`src/rtl/eag_pkg.sv`:
```
package eag_pkg;

  // Mode codes seen on the mode port; codes 5..7 fall back to zero-page X.
  typedef enum logic [2:0] {
    MODE_ZPX = 3'd0,
    MODE_ZPY = 3'd1,
    MODE_IZX = 3'd2,
    MODE_IZY = 3'd3,
    MODE_REL = 3'd4
  } eag_mode_e;

  // Pointer fetch sequencer states.
  typedef enum logic [1:0] {
    ST_IDLE  = 2'd0,
    ST_RD_LO = 2'd1,
    ST_RD_HI = 2'd2,
    ST_FIN   = 2'd3
  } eag_state_e;

  function automatic logic mode_is_ptr(input logic [2:0] m);
    return (m == MODE_IZX) || (m == MODE_IZY);
  endfunction

endpackage

```
`src/rtl/eag_direct.sv`:
```
// Combinational part: single-cycle addresses and the page-zero pointer base.
module eag_direct
  import eag_pkg::*;
#(
  parameter int DATA_W = 8,
  localparam int ADDR_W = 2 * DATA_W
) (
  input  logic [2:0]        mode_i,
  input  logic [DATA_W-1:0] operand_i,
  input  logic [DATA_W-1:0] x_i,
  input  logic [DATA_W-1:0] y_i,
  input  logic [ADDR_W-1:0] pc_i,
  output logic [ADDR_W-1:0] direct_ea_o,
  output logic [DATA_W-1:0] ptr_base_o,
  output logic              is_ptr_o,
  output logic              add_y_o
);

  // Sum confined to page zero: the carry out of the byte is discarded.
  function automatic logic [DATA_W-1:0] zp_wrap(input logic [DATA_W-1:0] a,
                                                input logic [DATA_W-1:0] b);
    return a + b;
  endfunction

  // Signed byte displacement applied to the program counter, modulo 2^ADDR_W.
  function automatic logic [ADDR_W-1:0] rel_target(input logic [ADDR_W-1:0] p,
                                                   input logic [DATA_W-1:0] off);
    logic [ADDR_W-1:0] sx;
    sx = {{(ADDR_W-DATA_W){off[DATA_W-1]}}, off};
    return p + sx;
  endfunction

  eag_mode_e mode_e;

  always_comb begin
    mode_e = eag_mode_e'(mode_i);
    unique case (mode_e)
      MODE_ZPY: direct_ea_o = {{(ADDR_W-DATA_W){1'b0}}, zp_wrap(operand_i, y_i)};
      MODE_REL: direct_ea_o = rel_target(pc_i, operand_i);
      default:  direct_ea_o = {{(ADDR_W-DATA_W){1'b0}}, zp_wrap(operand_i, x_i)};
    endcase
    ptr_base_o = (mode_e == MODE_IZX) ? zp_wrap(operand_i, x_i) : operand_i;
    is_ptr_o   = mode_is_ptr(mode_i);
    add_y_o    = (mode_e == MODE_IZY);
  end

endmodule

```
`src/rtl/eag_ptr_seq.sv`:
```
// Two-read pointer fetch from page zero with one-cycle read latency.
module eag_ptr_seq
  import eag_pkg::*;
#(
  parameter int DATA_W = 8,
  localparam int ADDR_W = 2 * DATA_W
) (
  input  logic              clk,
  input  logic              rst_n,
  input  logic              launch_i,
  input  logic [DATA_W-1:0] base_i,
  input  logic              add_y_i,
  input  logic [DATA_W-1:0] y_i,
  input  logic [DATA_W-1:0] rd_data_i,
  output logic              rd_en_o,
  output logic [ADDR_W-1:0] rd_addr_o,
  output logic              busy_o,
  output logic              fin_o,
  output logic [ADDR_W-1:0] ptr_ea_o
);

  eag_state_e        state_q;
  logic [DATA_W-1:0] base_q;
  logic [DATA_W-1:0] y_q;
  logic              add_y_q;
  logic [DATA_W-1:0] lo_q;
  logic [DATA_W-1:0] byte_addr;
  logic [ADDR_W-1:0] pointer;

  function automatic logic [ADDR_W-1:0] post_index(input logic [ADDR_W-1:0] p,
                                                   input logic [DATA_W-1:0] y);
    return p + {{(ADDR_W-DATA_W){1'b0}}, y};
  endfunction

  always_ff @(posedge clk) begin
    if (!rst_n) begin
      state_q <= ST_IDLE;
      base_q  <= '0;
      y_q     <= '0;
      add_y_q <= 1'b0;
      lo_q    <= '0;
    end else begin
      unique case (state_q)
        ST_IDLE: if (launch_i) begin
          state_q <= ST_RD_LO;
          base_q  <= base_i;
          y_q     <= y_i;
          add_y_q <= add_y_i;
        end
        ST_RD_LO: state_q <= ST_RD_HI;
        ST_RD_HI: begin
          state_q <= ST_FIN;
          lo_q    <= rd_data_i;   // answer to the low-byte read
        end
        default: state_q <= ST_IDLE;
      endcase
    end
  end

  always_comb begin
    byte_addr = (state_q == ST_RD_HI) ? base_q + 1'b1 : base_q;  // wraps in page zero
    rd_en_o   = (state_q == ST_RD_LO) || (state_q == ST_RD_HI);
    rd_addr_o = {{(ADDR_W-DATA_W){1'b0}}, byte_addr};
    busy_o    = (state_q != ST_IDLE);
    fin_o     = (state_q == ST_FIN);
    pointer   = {rd_data_i, lo_q};                               // high byte arrives now
    ptr_ea_o  = add_y_q ? post_index(pointer, y_q) : pointer;
  end

endmodule

```
`src/rtl/eag_result.sv`:
```
// Output register: one-cycle strobe and held address.
module eag_result #(
  parameter int ADDR_W = 16
) (
  input  logic              clk,
  input  logic              rst_n,
  input  logic              direct_fire_i,
  input  logic [ADDR_W-1:0] direct_ea_i,
  input  logic              ptr_fire_i,
  input  logic [ADDR_W-1:0] ptr_ea_i,
  output logic              done_o,
  output logic [ADDR_W-1:0] ea_o
);

  always_ff @(posedge clk) begin
    if (!rst_n) begin
      done_o <= 1'b0;
      ea_o   <= '0;
    end else begin
      done_o <= direct_fire_i | ptr_fire_i;
      if (ptr_fire_i)         ea_o <= ptr_ea_i;
      else if (direct_fire_i) ea_o <= direct_ea_i;
    end
  end

endmodule

```
`src/rtl/eag_top.sv`:
```
module eag_top #(
  parameter int DATA_W = 8,
  localparam int ADDR_W = 2 * DATA_W
) (
  input  logic              clk,
  input  logic              rst_n,
  input  logic              start,
  input  logic [2:0]        mode,
  input  logic [DATA_W-1:0] operand,
  input  logic [DATA_W-1:0] idx_x,
  input  logic [DATA_W-1:0] idx_y,
  input  logic [ADDR_W-1:0] pc,
  output logic [ADDR_W-1:0] mem_addr,
  output logic              mem_rd_en,
  input  logic [DATA_W-1:0] mem_rd_data,
  output logic              busy,
  output logic              done,
  output logic [ADDR_W-1:0] eff_addr
);

  // Named internal events, visible to the bound checker.
  logic              accept;
  logic              launch;
  logic              direct_fire;
  logic              ptr_fire;
  logic              is_ptr;
  logic              add_y;
  logic [DATA_W-1:0] ptr_base;
  logic [ADDR_W-1:0] direct_ea;
  logic [ADDR_W-1:0] ptr_ea;

  assign accept      = start && !busy;
  assign launch      = accept && is_ptr;
  assign direct_fire = accept && !is_ptr;

  eag_direct #(.DATA_W(DATA_W)) u_direct (
    .mode_i      (mode),
    .operand_i   (operand),
    .x_i         (idx_x),
    .y_i         (idx_y),
    .pc_i        (pc),
    .direct_ea_o (direct_ea),
    .ptr_base_o  (ptr_base),
    .is_ptr_o    (is_ptr),
    .add_y_o     (add_y)
  );

  eag_ptr_seq #(.DATA_W(DATA_W)) u_seq (
    .clk       (clk),
    .rst_n     (rst_n),
    .launch_i  (launch),
    .base_i    (ptr_base),
    .add_y_i   (add_y),
    .y_i       (idx_y),
    .rd_data_i (mem_rd_data),
    .rd_en_o   (mem_rd_en),
    .rd_addr_o (mem_addr),
    .busy_o    (busy),
    .fin_o     (ptr_fire),
    .ptr_ea_o  (ptr_ea)
  );

  eag_result #(.ADDR_W(ADDR_W)) u_result (
    .clk           (clk),
    .rst_n         (rst_n),
    .direct_fire_i (direct_fire),
    .direct_ea_i   (direct_ea),
    .ptr_fire_i    (ptr_fire),
    .ptr_ea_i      (ptr_ea),
    .done_o        (done),
    .ea_o          (eff_addr)
  );

endmodule

```
`config.mk`:
```
export PLATFORM = sky130hd
export DESIGN_NAME = eag_top
export DESIGN_NICKNAME = d
export VERILOG_FILES = /design/src/rtl/eag_pkg.sv /design/src/rtl/eag_direct.sv /design/src/rtl/eag_ptr_seq.sv /design/src/rtl/eag_result.sv /design/src/rtl/eag_top.sv
export SDC_FILE = /design/constraint.sdc
export NUM_CORES = 1
export LEC_CHECK = 0
export ABC_AREA = 1
export BUFFER_PORTS_ARGS = -buffer_cell sky130_fd_sc_hd__buf_2
export CAP_MARGIN = 20
export CORE_UTILIZATION = 25
export CTS_CLUSTER_SIZE = 14
export DETAILED_ROUTE_END_ITERATION = 16
export SYNTH_ARGS = -nofsm -noshare
export SYNTH_HDL_FRONTEND = slang
export SYNTH_HIERARCHICAL = 1
export SYNTH_SLANG_ARGS = --single-unit
```
`constraint.sdc`:
```
create_clock -name clk -period 3.65 [get_ports clk]
set_input_delay 0.73 -clock clk [delete_from_list [all_inputs] [get_ports clk]]
set_output_delay 0.73 -clock clk [all_outputs]
set_load 0.03 [all_outputs]
```
Word-level counts from Yosys, hierarchy flattened
Index checks and enable logic that the tools add are counted.

word-level totals
  register bits after elaboration = 44
  output and inout port bits = 35
  word-level logic and storage cells = 40

operators by class
  add/sub/neg operators = 5
  equal/unequal tests = 8
  muxes and demuxes = 8
  bitwise logic cells = 1
  reductions and logical operators = 11

operators with widths
  kind                                                                   count
  16-bit two-way mux                                                     3
  16-bit one-hot mux with 2 select lines                                 1
  16-bit adder                                                           1
  16-bit by 8-bit adder with 16-bit output                               1
  8-bit adder                                                            2
  8-bit two-way mux                                                      2
  8-bit by 1-bit adder with 8-bit output, second input constant          1
  3-bit by 2-bit equality test with 1-bit output, second input constant  2
  2-bit one-hot mux with 3 select lines                                  1
  2-bit equality test, second input constant                             2
  2-bit nonzero test                                                     2
  3-bit by 1-bit equality test with 1-bit output, second input constant  1
  3-bit equality test, second input constant                             1
  1-bit logical AND                                                      3
  2-bit by 1-bit equality test with 1-bit output, second input constant  1
  1-bit logical NOT                                                      2
  2-bit logical NOT                                                      1
  1-bit logical OR                                                       2
  2-bit two-way mux                                                      1
  2-bit != test, second input constant                                   1
  2-bit AND reduction                                                    1
  1-bit OR                                                               1

Longest topological paths before layout
  word-level depth = 6
  gate-level depth with buffers = 15
  mapped depth without buffers = 15

Hierarchy
Netlist, hierarchy kept.

by module, submodules not included
  module       times used  cells an instance  area each (sq um)  seq. area each (sq um)
  eag_ptr_seq  1           308                1969.4             540.5
  eag_direct   1           353                1886.8             0.0
  eag_result   1           125                838.3              340.3
  eag_top      1           5                  18.8               0.0

Least setup slack after synthesis
No wires, ideal clock.

  path type = register to output
  start = reg u_seq.state_q[0]
  end = out mem_addr[6]
  data arrival time = 1539 ps
  data required time = 2920 ps
  setup slack = 1381 ps
  stages on the path, launching flop included = 8
  buffers on the path = 1
  cell sequence = dfxtp_1 > inv_1 > ha_1 > buf_2 > nand2_1 > nor2_1 > nand4_1 > xnor2_1

between the ends
  word-level cells in the longest chain between the ends = 2

RTL lines
  element                   line               source
  start: declaration        eag_ptr_seq.sv:22  eag_state_e state_q;
  start signal: assignment  eag_ptr_seq.sv:37  state_q <= ST_IDLE;
  start signal: assignment  eag_ptr_seq.sv:45  state_q <= ST_RD_LO;
  start signal: assignment  eag_ptr_seq.sv:50  ST_RD_LO: state_q <= ST_RD_HI;
  2-bit equality test       eag_ptr_seq.sv:61  byte_addr = (state_q == ST_RD_HI) ? base_q + 1'b1 : base_q;
  8-bit two-way mux         eag_ptr_seq.sv:61
  end: declaration          eag_top.sv:13      output logic [ADDR_W-1:0] mem_addr,

No other way between the ends.

Final worst setup path
  start = reg u_seq.state_q[0]
  end = out mem_addr[7]

The elaborated chain is that of the path after synthesis.

==> flow_metrics.tcl <==
set metrics [dict create \
    power_leakage_nw 3.01 \
    slew-limit-headroom 0.507 \
    hpwl_mm 11.5 \
    initial_core_util 0.259 \
    rsz0062_at_grt "false" \
    grt_usage 0.147 \
    hp-class "register to register" \
    fin_nets 961 \
    syn2layout_area_growth_pct 15.0 \
    postCtsResizedCells 0 \
    ant_nets 0 \
    min_from "u_seq/base_q[2]" \
    antenna_found_initial 0 \
    syn_area_per_cell_um2 5.96 \
    cap_violations 0 \
    hold_viol_final 0 \
    ys_types 37 \
    numPortBuffers 80 \
    die_y_um 139 \
    grt_first_pass_wirelength_mm 22.9 \
    routed_via_density 4.54 \
    htree_levels 2 \
    async_reset_ff_frac 0 \
    fmax_mhz 380 \
    worstMarginPinSlew_ns 0.740 \
    mostFrequentLayoutCell "nand2_1" \
    outcome "finished, final reports clean" \
    die_area_um2 19400 \
    clk_latency_ns 0.29 \
    overflow 0 \
    ys_seq_area_frac 0.187 \
    io_pins 89 \
    drive_above_1_share 0.147 \
    maxSlewViolCount 0 \
    critPathLaunch "u_seq/state_q[0]" \
    routedWlPerCell_um 12.8 \
    synth_area_leader_cell "nand2_1" \
    peakVddDrop_mv 0.158 \
    cts_inserted_buffers 5 \
    drtIter0Drc 362 \
    syn_area_um2 4710 \
    worstPathMaxFanout 20 \
    synthCells 791 \
    design.core.area_um2 18200 \
    ys_warn_count 6 \
    end_kind "output pin" \
    min_period_ns 2.63 \
    cts_hold_buf 0 \
    setup_viol 0 \
    n_antenna_cell 0 \
    timing.rr.start "u_seq/state_q[0]" \
    fin_tns_setup_ns 0 \
    routed_wl_mm 14.0 \
    route.detailed.drc 0 \
    critPathKind "register to output pin" \
    place_area_um2 5270 \
    ys_top_cells_by_area "nand2_1 (21%), dfxtp_1 (19%), ha_1 (11%)" \
    grt_max_degree 45 \
    fin_worst_skew_ns 0.00709 \
    p_per_area_nw_per_um2 393 \
    cp.arrival_ns 1.90 \
    die_w_um 139 \
    layout_common_cells "nand2_1 (265), inv_1 (103), nand3_1 (86)" \
    gp_congestion 0.870 \
    clk_pin_slew_ns 0.06 \
    clock_sinks 44 \
    yosysTopAreaCellShare 0.211 \
    crit_path_start_kind "register" \
    post-cts-setup-buffer-count 0 \
    drt-pass1-iter-count 5 \
    final_area_um2 5420 \
    totalPowerFinal_mw 2.13 \
    synth_edf_count 0 \
    fp-row-count 49 \
    vias 4957 \
    synth_seq_cells 44 \
    cts_root_buffer "clkbuf_16" \
    fin_crit_sh 0.721 \
    grt_pass1_vias 4476 \
    worstPathRequired_ns 2.92 \
    cts_tree "built" \
    synthFlopType "dfxtp_1" \
    clk_path_buf_depth 2 \
]
==> report_power, final <==
part	internal (mW)	switching, mW	total, mW
logic	0.334	0.685	1.02
registers	0.566	0.0781	0.644
clock network	0.272	0.194	0.467
==> layout make-up <==
| type | count | area [um2] |
|---|---|---|
| fillers | 2038 | 12800 |
| clock inverters | 2 | 15.0 |
| inverters | 113 | 424 |
| multi-input cells | 614 | 3250 |
| repair buffers | 83 | 423 |
| clock buffers | 6 | 139 |
| well taps | 229 | 287 |
| flip-flops and latches | 44 | 881 |
==> layer usage <==
layer,track usage,up-vias,share of wire
li1,-,2636,-
met1,0.193,2200,0.46
met2,0.257,110,0.48
met3,0.0120,11,0.041
met4,0.0404,0,0.013
met5,0,-,0
==> per-stage QoR <==
| step | util | hold WS [ns] | setup slack [ns] | std cells |
|---|---|---|---|---|
| floorplan | - | 0.461 | 1.38 | 798 |
| global placement | 0.289 | 0.491 | 1.14 | 1083 |
| detailed placement | 0.289 | 0.489 | 1.08 | 1083 |
| CTS | 0.298 | 0.499 | 0.998 | 1091 |
| global route | 0.298 | 0.536 | 0.788 | 1091 |
| finish | 0.298 | 0.499 | 1.02 | 1091 |
==> synthesized netlist by cell type, types with 6 or more instances <==
master	count
nand2_1	265
inv_1	103
nand3_1	86
nor2_1	72
dfxtp_1	44
ha_1	42
o21ai_0	36
a21oi_1	33
buf_4	13
inv_2	10
xnor2_1	9
nand3b_1	8
xor2_1	8
buf_2	6
nand4_1	6
==> state kept, by name, indices dropped and copies added, names as in the netlist <==
register / flops
u_result/done_o: 1
u_result/ea_o: 16
u_seq/add_y_q: 1
u_seq/base_q: 8
u_seq/lo_q: 8
u_seq/state_q: 2
u_seq/y_q: 8
==> cells by family after synthesis <==
family / after synthesis / share of synthesized area
xor+xnor: 17 / 0.0316
fa+ha+maj: 46 / 0.128
simple gates: 462 / 0.430
flops: 44 / 0.187
buf+inv: 140 / 0.129
compound gates: 81 / 0.0934
other cells: 1 / 0.000796
==> critical path: stages (launching register included) <==
cell     delay [ns]
dfxtp_1        0.33
inv_1          0.10
ha_1           0.15
buf_4          0.24
nand4_1        0.17
nor2_1         0.19
nand3_1        0.11
xnor2_1        0.13
buf_2          0.21
==> worst paths after layout <==
check | to | slack (ns) | depth (start not counted)
max | mem_addr[7] | 1.02 | 8
max reg2reg | u_seq/y_q[3] | 1.65 | 10
min | u_seq/base_q[2] | 0.50 | 2
min reg2reg | u_seq/base_q[2] | 0.50 | 2
Power figures use the tool's default switching activity.
